===== config.mk =====
export PLATFORM = sky130hd
export DESIGN_NAME = sd_cmd_engine
export DESIGN_NICKNAME = d
export VERILOG_FILES = /design/src/rtl/sd_cmd_pkg.sv /design/src/rtl/sd_cmd_tx.sv /design/src/rtl/sd_cmd_rx.sv /design/src/rtl/sd_cmd_engine.sv
export SDC_FILE = /design/constraint.sdc
export NUM_CORES = 1
export LEC_CHECK = 0
export BUFFER_PORTS_ARGS = -buffer_cell sky130_fd_sc_hd__buf_2
export CAP_MARGIN = 20
export CELL_PAD_IN_SITES_DETAIL_PLACEMENT = 0
export CELL_PAD_IN_SITES_GLOBAL_PLACEMENT = 1
export CORE_MARGIN = 10
export CORE_UTILIZATION = 24
export CTS_CLUSTER_SIZE = 24
export DETAILED_ROUTE_END_ITERATION = 16
export PLACE_DENSITY_LB_ADDON = 0.1
export SYNTH_ARGS = -nofsm -noshare
export SYNTH_HDL_FRONTEND = slang
export SYNTH_HIERARCHICAL = 1
export SYNTH_SLANG_ARGS = --single-unit

===== constraint.sdc =====
create_clock -name clk -period 2.6 [get_ports clk]
set_input_delay 0.26 -clock clk [delete_from_list [all_inputs] [get_ports clk]]
set_output_delay 0.26 -clock clk [all_outputs]
set_load 0.01 [all_outputs]

===== src/rtl/sd_cmd_pkg.sv =====
package sd_cmd_pkg;

    localparam int FRAME_BITS = 48;
    localparam int CRC_BITS   = 7;
    localparam int HDR_BITS   = 7;

    typedef enum logic [2:0] {
        ST_IDLE,
        ST_SEND,
        ST_HUNT,
        ST_RECV,
        ST_BUSYW
    } eng_state_e;

    typedef struct packed {
        logic skip_hdr;
        logic no_crc;
        logic busy_chk;
    } mode_t;

    // One serial step of the x^7+x^3+1 checksum
    function automatic logic [CRC_BITS-1:0] crc7_step(input logic [CRC_BITS-1:0] c,
                                                      input logic b);
        logic fb;
        fb = b ^ c[6];
        return {c[5:3], c[2] ^ fb, c[1:0], fb};
    endfunction

    function automatic logic [FRAME_BITS-1:0] build_frame(input logic [5:0]  idx,
                                                          input logic [31:0] arg);
        logic [39:0]          body;
        logic [CRC_BITS-1:0]  c;
        body = {2'b01, idx, arg};
        c    = '0;
        for (int i = 39; i >= 0; i--) c = crc7_step(c, body[i]);
        return {body, c, 1'b1};
    endfunction

endpackage


===== src/rtl/sd_cmd_tx.sv =====
module sd_cmd_tx #(
    parameter int FRAME_W = 48
) (
    input  logic               clk,
    input  logic               rst,
    input  logic               load,
    input  logic [FRAME_W-1:0] frame,
    input  logic               shift,
    output logic               bit_o
);
    logic [FRAME_W-1:0] shreg_q;

    // Ones fill in behind the frame so the idle line level is high
    always_ff @(posedge clk) begin
        if (rst)        shreg_q <= '1;
        else if (load)  shreg_q <= frame;
        else if (shift) shreg_q <= {shreg_q[FRAME_W-2:0], 1'b1};
    end

    assign bit_o = shreg_q[FRAME_W-1];
endmodule


===== src/rtl/sd_cmd_rx.sv =====
module sd_cmd_rx
    import sd_cmd_pkg::*;
#(
    parameter int RESP_W = 136
) (
    input  logic                clk,
    input  logic                rst,
    input  logic                clr,
    input  logic                take,
    input  logic                bit_i,
    input  logic                crc_en,
    output logic [RESP_W-1:0]   resp,
    output logic [CRC_BITS-1:0] crc_next
);
    logic [RESP_W-1:0]   resp_q;
    logic [CRC_BITS-1:0] crc_q;

    assign crc_next = crc_en ? crc7_step(crc_q, bit_i) : crc_q;

    always_ff @(posedge clk) begin
        if (rst || clr) begin
            resp_q <= '0;
            crc_q  <= '0;
        end else if (take) begin
            resp_q <= {resp_q[RESP_W-2:0], bit_i};
            crc_q  <= crc_next;
        end
    end

    assign resp = resp_q;
endmodule


===== src/rtl/sd_cmd_engine.sv =====
module sd_cmd_engine
    import sd_cmd_pkg::*;
#(
    parameter int RESP_BYTES = 17,
    parameter int LEN_W      = 8,
    parameter int HUNT_LIMIT = 64
) (
    input  logic                    clk,
    input  logic                    rst,
    input  logic                    soft_rst,
    input  logic                    start,
    input  logic [5:0]              cmd_idx,
    input  logic [31:0]             cmd_arg,
    input  logic [LEN_W-1:0]        resp_len,
    input  logic                    crc_skip_hdr,
    input  logic                    crc_off,
    input  logic                    wait_busy,
    input  logic                    sd_ce,
    input  logic                    cmd_in,
    input  logic                    dat0_in,
    output logic                    cmd_out,
    output logic                    cmd_oe,
    output logic [RESP_BYTES*8-1:0] resp_data,
    output logic                    busy,
    output logic                    done,
    output logic                    crc_ok,
    output logic                    resp_timeout
);
    localparam int RESP_W = RESP_BYTES * 8;
    localparam int HUNT_W = $clog2(HUNT_LIMIT);

    eng_state_e          state_q;
    mode_t               mode_q;
    logic [LEN_W-1:0]    cnt_q;
    logic [LEN_W-1:0]    len_q;
    logic [2:0]          hdr_q;
    logic [HUNT_W-1:0]   hunt_q;
    logic                done_q, crc_ok_q, tmo_q;
    logic                busy_chk_q;

    logic                abort;
    logic                accept;
    logic                tx_shift;
    logic                rx_take;
    logic                rx_crc_en;
    logic [CRC_BITS-1:0] crc_next;

    assign abort     = rst | soft_rst;
    assign accept    = start && (state_q == ST_IDLE);
    assign tx_shift  = (state_q == ST_SEND) && sd_ce;
    assign rx_take   = (state_q == ST_RECV) && sd_ce;
    assign rx_crc_en = !mode_q.skip_hdr || (hdr_q == 3'(HDR_BITS));
    assign busy_chk_q = mode_q.busy_chk;

    sd_cmd_tx #(.FRAME_W(FRAME_BITS)) u_tx (
        .clk   (clk),
        .rst   (abort),
        .load  (accept),
        .frame (build_frame(cmd_idx, cmd_arg)),
        .shift (tx_shift),
        .bit_o (cmd_out)
    );

    sd_cmd_rx #(.RESP_W(RESP_W)) u_rx (
        .clk      (clk),
        .rst      (abort),
        .clr      (accept),
        .take     (rx_take),
        .bit_i    (cmd_in),
        .crc_en   (rx_crc_en),
        .resp     (resp_data),
        .crc_next (crc_next)
    );

    always_ff @(posedge clk) begin
        if (abort) begin
            state_q  <= ST_IDLE;
            mode_q   <= '0;
            cnt_q    <= '0;
            len_q    <= '0;
            hdr_q    <= '0;
            hunt_q   <= '0;
            done_q   <= 1'b0;
            crc_ok_q <= 1'b0;
            tmo_q    <= 1'b0;
        end else begin
            unique case (state_q)
                ST_IDLE: if (start) begin
                    state_q  <= ST_SEND;
                    cnt_q    <= LEN_W'(FRAME_BITS - 1);
                    len_q    <= resp_len;
                    mode_q   <= '{skip_hdr: crc_skip_hdr, no_crc: crc_off, busy_chk: wait_busy};
                    hdr_q    <= '0;
                    hunt_q   <= '0;
                    done_q   <= 1'b0;
                    crc_ok_q <= 1'b1;
                    tmo_q    <= 1'b0;
                end
                ST_SEND: if (sd_ce) begin
                    if (cnt_q != '0) begin
                        cnt_q <= cnt_q - 1'b1;
                    end else if (len_q != '0) begin
                        state_q <= ST_HUNT;
                    end else if (mode_q.busy_chk) begin
                        state_q <= ST_BUSYW;
                    end else begin
                        state_q <= ST_IDLE;
                        done_q  <= 1'b1;
                    end
                end
                ST_HUNT: if (sd_ce) begin
                    if (!cmd_in) begin
                        state_q <= ST_RECV;
                        cnt_q   <= len_q;
                    end else if (hunt_q == HUNT_W'(HUNT_LIMIT - 1)) begin
                        state_q  <= ST_IDLE;
                        tmo_q    <= 1'b1;
                        crc_ok_q <= 1'b0;
                        done_q   <= 1'b1;
                    end else begin
                        hunt_q <= hunt_q + 1'b1;
                    end
                end
                ST_RECV: if (sd_ce) begin
                    if (hdr_q != 3'(HDR_BITS)) hdr_q <= hdr_q + 1'b1;
                    if (cnt_q != '0) begin
                        cnt_q <= cnt_q - 1'b1;
                    end else begin
                        crc_ok_q <= mode_q.no_crc | (crc_next == '0);
                        if (mode_q.busy_chk) begin
                            state_q <= ST_BUSYW;
                        end else begin
                            state_q <= ST_IDLE;
                            done_q  <= 1'b1;
                        end
                    end
                end
                ST_BUSYW: if (sd_ce && dat0_in) begin
                    state_q <= ST_IDLE;
                    done_q  <= 1'b1;
                end
                default: state_q <= ST_IDLE;
            endcase
        end
    end

    assign cmd_oe       = (state_q == ST_SEND);
    assign busy         = (state_q != ST_IDLE);
    assign done         = done_q;
    assign crc_ok       = crc_ok_q;
    assign resp_timeout = tmo_q;
endmodule


==> flow_metrics.tcl, run 1 <==
set metrics [dict create \
    drtIter0Drc 331 \
    final_antenna_net_count 0 \
    finish.utilization_pct 31.5 \
    total_power_uw 9150 \
    antenna_cells 0 \
    slowest_stage "dlygate4sd3_1" \
    grt_max_degree 73 \
    tightestPinTransition_ns 0.840 \
    hold_path_class "input port to register" \
    cts_tree "built" \
    post-synth-top-count-cell "dfxtp_1" \
    max_stage_delay_ns 0.53 \
    synth-seq-cells 225 \
    grt_overflow 0 \
    crit_type "input port to register" \
    synthCells 990 \
    async_reset_ff_share_pct 0 \
    cp-start-kind "input port" \
    cts_max_path_buffers 3 \
    slew_headroom_pct 44.0 \
    synth-main-ff-cell "dfxtp_1" \
    fin_crit_sh_pct 96.7 \
    start_util_pct 24.4 \
    ys_seq_area_share_pct 45.0 \
    die_h_um 224 \
    fin_crit_ns 2.51 \
    ys_top_cells_by_area "dfxtp_1 45%, mux2i_1 19%, nor2_1 6.3%" \
    fp.dieW_um 224 \
    port_buffers 197 \
    grt_pass1_vias 7674 \
    pin_count 198 \
    via_per_inst 4.32 \
    arrival_ns 2.95 \
    worst_r2r_path_depth 9 \
    num_vias 7632 \
    rsz0062_at_grt "false" \
    cts_buffers 29 \
    fmax_mhz 398 \
    setup_tns_ns 0 \
    yosysTopAreaCell "dfxtp_1" \
    dieArea_mm2 0.0503 \
    area_growth_pct 29.1 \
    avgSynthCellArea_um2 10.1 \
    synth-edff-count 0 \
    final_net_count 1273 \
    post-route-drc-count 0 \
    grt_pass1_wl_um 45700 \
    grt_antenna_before_repair 0 \
    reg2reg_to "crc_ok" \
    yosysWarnings 6 \
    p_leak_uw 0.00487 \
    grt_use_total_pct 11.2 \
    status "finished clean" \
    finalHoldViolCount 0 \
    cts_setup_buffers 0 \
    r2r_start "hdr_q[0]" \
    path_max_fanout 3 \
    dpl.hpwl_um 20900 \
    final_layout_size_suffix_gt1_share_pct 24.1 \
    max-cap-violations 0 \
    irDropWorstVdd_uv 407 \
    root_buffer "clkbuf_16" \
    clkTransAtPathRegs_ns 0.05 \
    critPathCaptureType "register" \
    holdCritStartpoint "cmd_arg[10]" \
    synthesis.area_mm2 0.0100 \
    clock_latency_ns 0.55 \
    path_cells "dlygate4sd3_1 > buf_2 > xor2_2 > xnor3_2 > xnor3_2 > xnor3_1 > xnor2_1 > nor3b_1 > a21oi_1" \
    clock_sinks 225 \
    drv_slew 0 \
    fin_skew_ns 0.0145 \
    setup_violations 0 \
    dr.pass1.iters 4 \
    path_buf_inv 2 \
    nFillCells 4342 \
    required_ns 3.03 \
    crit_family "XOR/XNOR gates" \
    hold_ws_ns 0.0364 \
    power_density_mw_per_mm2 708 \
    synth.distinct_cells 57 \
    synthTopCellsByCount "225 x dfxtp_1, 190 x mux2i_1, 168 x nor2_1, 81 x a21oi_1, 48 x nor3b_1" \
    min_path_cells 3 \
    ff2ff_setup_slack_ns 0.21 \
    htree_levels 1 \
    row_count 74 \
    core_mm2 0.0410 \
    synth_top_area_share_pct 45.0 \
    cpMostUsedCell "xnor3_2" \
    min_to "u_tx/shreg_q[18]" \
    wl_per_cell_um 16.8 \
    routed_wl_um 29600 \
    place_congestion 0.723 \
]
-- worst reg2reg max path: stages (launching register included) --
cell,delay [ns]
dfxtp_1,0.35
ha_1,0.16
ha_1,0.17
nand2b_4,0.16
mux2_2,0.35
or4_4,0.55
nor4_4,0.23
o21ai_1,0.09
nand3_1,0.11
o221a_2,0.18
-- placed cells by master (no fill, tap or decap), types with 7 or more instances in the layout --
cell,netlist,final
a21oi_1,81,81
buf_12,3,10
buf_2,19,197
buf_4,5,21
clkbuf_16,0,29
clkbuf_8,0,7
dfxtp_1,225,225
dlygate4sd3_1,0,30
inv_1,9,8
mux2i_1,190,190
nand2_1,40,40
nand3_1,11,11
nor2_1,168,166
nor3b_1,48,48
o21ai_0,13,12
xnor2_1,36,36
xnor3_1,18,17
xor2_1,7,7
-- state kept, by name, summed over array words and instances, names as in the netlist --
name,count
u_tx/shreg_q,48
hdr_q,3
busy_chk_q,1
done,1
state_q,3
len_q,8
u_rx/crc_q,7
mode_q,2
crc_ok,1
hunt_q,6
resp_timeout,1
cnt_q,8
u_rx/resp,136
-- cell families (layout without fill, tap and decap cells) --
logic type | after synthesis | in the layout | share of synthesized area [%]
AOI/OAI and AO/OA | 121 | 121 | 6.94
xor gates and xnor gates | 66 | 66 | 8.85
adders and majority gates | 5 | 5 | 0.625
buffers and inverters | 77 | 319 | 4.85
DFF | 225 | 225 | 45.0
muxes | 196 | 196 | 19.7
other | 2 | 3 | 0.0751
and+or+nand+nor | 298 | 298 | 13.9
-- stage by stage --
step	cell area, um^2	instances	setup slack (ns)
6_report	12900	1765	0.0854
5_1_grt	12900	1765	0.00809
4_1_cts	12900	1765	0.0258
3_5_place_dp	11600	1683	0.0170
3_3_place_gp	11600	1683	0.0311
2_1_floorplan	10000	991	0.258
-- per-layer routing --
metal / track usage (%) / wire [um]
met1: 15.5 / 14600
met2: 17.4 / 13200
met3: 2.57 / 1400
met4: 2.48 / 450
met5: 0 / 0
-- cell type report --
cell class | count | area (um^2) | share of cell area, %
Inverter | 9 | 33.8 | 0.262
Multi-Input combinational cell | 689 | 5070 | 39.2
Sequential cell | 225 | 4500 | 34.9
Tap cell | 532 | 666 | 5.15
Timing Repair Buffer | 258 | 1640 | 12.7
Clock inverter | 10 | 154 | 1.19
Clock buffer | 42 | 845 | 6.54
-- report_power, final --
part | internal, uW | switching (uW)
combinational | 803 | 615
clock | 2630 | 1530
sequential | 3530 | 47.6
-- worst max path at each step --
stage | start | endpoint | slack [ns] | cells after the start
global route | cmd_arg[30] | u_tx/shreg_q[4] | 0.008 | 9
CTS | hdr_q[0] | crc_ok | 0.03 | 9
global placement | cmd_idx[2] | u_tx/shreg_q[1] | 0.03 | 8
floorplan | hdr_q[0] | crc_ok | 0.26 | 10
detailed placement | cmd_idx[2] | u_tx/shreg_q[1] | 0.02 | 8
finish | cmd_arg[30] | u_tx/shreg_q[1] | 0.09 | 9
-- timing repair --
action,CTS,global route
gates resized for setup,0,7
hold buffers,30,0
setup endpoints to repair,0,2
hold endpoints to repair,30,0
No activity file was read; power rests on OpenSTA's default activity.
==> run 2: changes to the inputs <==
--- a/config.mk
+++ b/config.mk
@@ -13,7 +13,7 @@
 export CORE_UTILIZATION = 24
 export CTS_CLUSTER_SIZE = 24
 export DETAILED_ROUTE_END_ITERATION = 16
-export PLACE_DENSITY_LB_ADDON = 0.1
+export PLACE_DENSITY_LB_ADDON = 0.15
 export SYNTH_ARGS = -nofsm -noshare
 export SYNTH_HDL_FRONTEND = slang
 export SYNTH_HIERARCHICAL = 1
==> run 2 against run 1 <==
Clock power grew 2%. Global-route usage grew 0.11 points. Core utilization grew 0.079 points. Sequential share of layout area shrank 0.088 points. Critical path type unchanged.
==> flow_metrics.tcl, run 2 (same netlist as run 1, synthesis figures left out) <==
set metrics [dict create \
    stdcell_count 1773 \
    htree_levels 1 \
    arrival_ns 2.88 \
    fp.dieW_um 224 \
    required_ns 3.05 \
    drtIter0Drc 359 \
    fin_crit_sh_pct 93.6 \
    fmax_mhz 411 \
    max-cap-violations 0 \
    worst_r2r_path_depth 9 \
    layout_commonest_cell "dfxtp_1" \
    stdcell_area_mm2 0.0129 \
    grt_antenna_before_repair 0 \
    fin_skew_ns 0.0258 \
    min_path_cells 3 \
    routed_wl_um 29700 \
    core_mm2 0.0410 \
    final_layout_size_suffix_gt1_share_pct 24.1 \
    ff2ff_setup_slack_ns 0.20 \
    final_antenna_net_count 0 \
    regArea_mm2 0.00450 \
    fin_crit_ns 2.43 \
    via_per_inst 4.32 \
    dr.pass1.iters 4 \
    seq_power_share_pct 38.7 \
    nFillCells 4322 \
    busiest_layer "met2" \
    irDropWorstVdd_uv 535 \
    row_count 74 \
    clkPwrFrac_pct 46.0 \
    hold_ws_ns 0.0287 \
    setup_violations 0 \
    slew_headroom_pct 65.1 \
    p_leak_uw 0.00487 \
    clock_latency_ns 0.58 \
    pin_count 198 \
    cts_buffers 30 \
    drv_slew 0 \
    finalHoldViolCount 0 \
    min_to "u_tx/shreg_q[29]" \
    clkTransAtPathRegs_ns 0.06 \
    final_net_count 1278 \
    cts_max_path_buffers 3 \
    critPathCaptureType "register" \
    grt_overflow 0 \
    largest_reg_flops 136 \
    status "finished clean" \
    r2r_start "hdr_q[0]" \
    power.switching_uw 2280 \
    comb_power_share_pct 15.3 \
    post-route-drc-count 0 \
    grt_max_degree 57 \
    place_congestion 0.748 \
    total_power_uw 9230 \
    final_cell_mix "225 x dfxtp_1, 197 x buf_2, 190 x mux2i_1" \
    swShare_pct 24.7 \
    num_vias 7656 \
    crit_type "input port to register" \
    clock_sinks 225 \
    multi_input_area_mm2 0.00505 \
    area_growth_pct 29.4 \
    cts_tree "built" \
    grt_use_total_pct 11.3 \
    startpoint "cmd_arg[30]" \
    place_area_mm2 0.0116 \
    cp-start-kind "input port" \
    start_util_pct 24.4 \
    dpl.hpwl_um 21200 \
    setup_tns_ns 0 \
    met3_usage_pct 3.02 \
    power_density_mw_per_mm2 713 \
    reg2reg_to "crc_ok" \
    globalRouteMet2Util_pct 17.8 \
    rsz0062_at_grt "false" \
    intPower_uw 6950 \
    wl_per_cell_um 16.8 \
    met1_usage_pct 15.1 \
    root_buffer "clkbuf_16" \
    path_max_fanout 3 \
    tightestPinTransition_ns 0.522 \
    antenna_cells 0 \
    holdCritStartpoint "cmd_arg[21]" \
    port_buffers 197 \
    hold_path_class "input port to register" \
    die_h_um 224 \
    dieArea_mm2 0.0503 \
    placed_cells_incl_taps 1685 \
    cts_setup_buffers 0 \
    grt_pass1_wl_um 46200 \
    grt_pass1_vias 7668 \
]
-- run 2: worst max-delay path, stage by stage --
cell and delay, ns:
dlygate4sd3_1 0.53, buf_2 0.14, xor2_2 0.17, xnor3_1 0.49
xnor3_2 0.44, xnor3_1 0.41, xnor2_1 0.15, nor3b_1 0.23
a21oi_1 0.06
-- run 2: timing repair --
action	4_1_cts	5_1_grt
setup endpoints to repair	0	1
hold buffers	32	0
gates resized for setup	0	2
hold endpoints to repair	32	0
-- run 2: routing by layer --
metal / vias up / routed length (um)
met5: - / 0
met4: 0 / 720
met3: 38 / 1640
met2: 157 / 13200
met1: 3593 / 14200
li1: 3868 / -
-- run 2: cell type report --
class                           count  share of cell area (%)
Clock inverter                     11                    1.26
Sequential cell                   225                    34.8
Multi-Input combinational cell    689                    39.0
Tap cell                          532                    5.14
Inverter                            9                   0.261
Timing Repair Buffer              262                    12.8
Clock buffer                       45                    6.77
-- run 2: how the worst max path moves through the flow --
stage | end
after CTS | crc_ok
after global routing | crc_ok
after floorplan | crc_ok
after detailed placement | crc_ok
after global placement | u_tx/shreg_q[4]
final | u_tx/shreg_q[1]
-- run 2: power by group through the flow --
stage	clock network, uW	logic (uW)	registers [uW]
after floorplan	0	1080	3630
after detailed placement	0	1400	3650
after CTS	4430	1440	3570
final	4250	1420	3570
after global routing	4550	1540	3580
after global placement	0	1410	3650
-- run 2: per-stage QoR --
stage | utilization [%] | worst slack (ns)
global placement | 28.2 | 0.109
CTS | 31.5 | 0.0848
global route | 31.6 | 0.0290
floorplan | - | 0.258
detailed placement | 28.2 | 0.0677
finish | 31.6 | 0.166
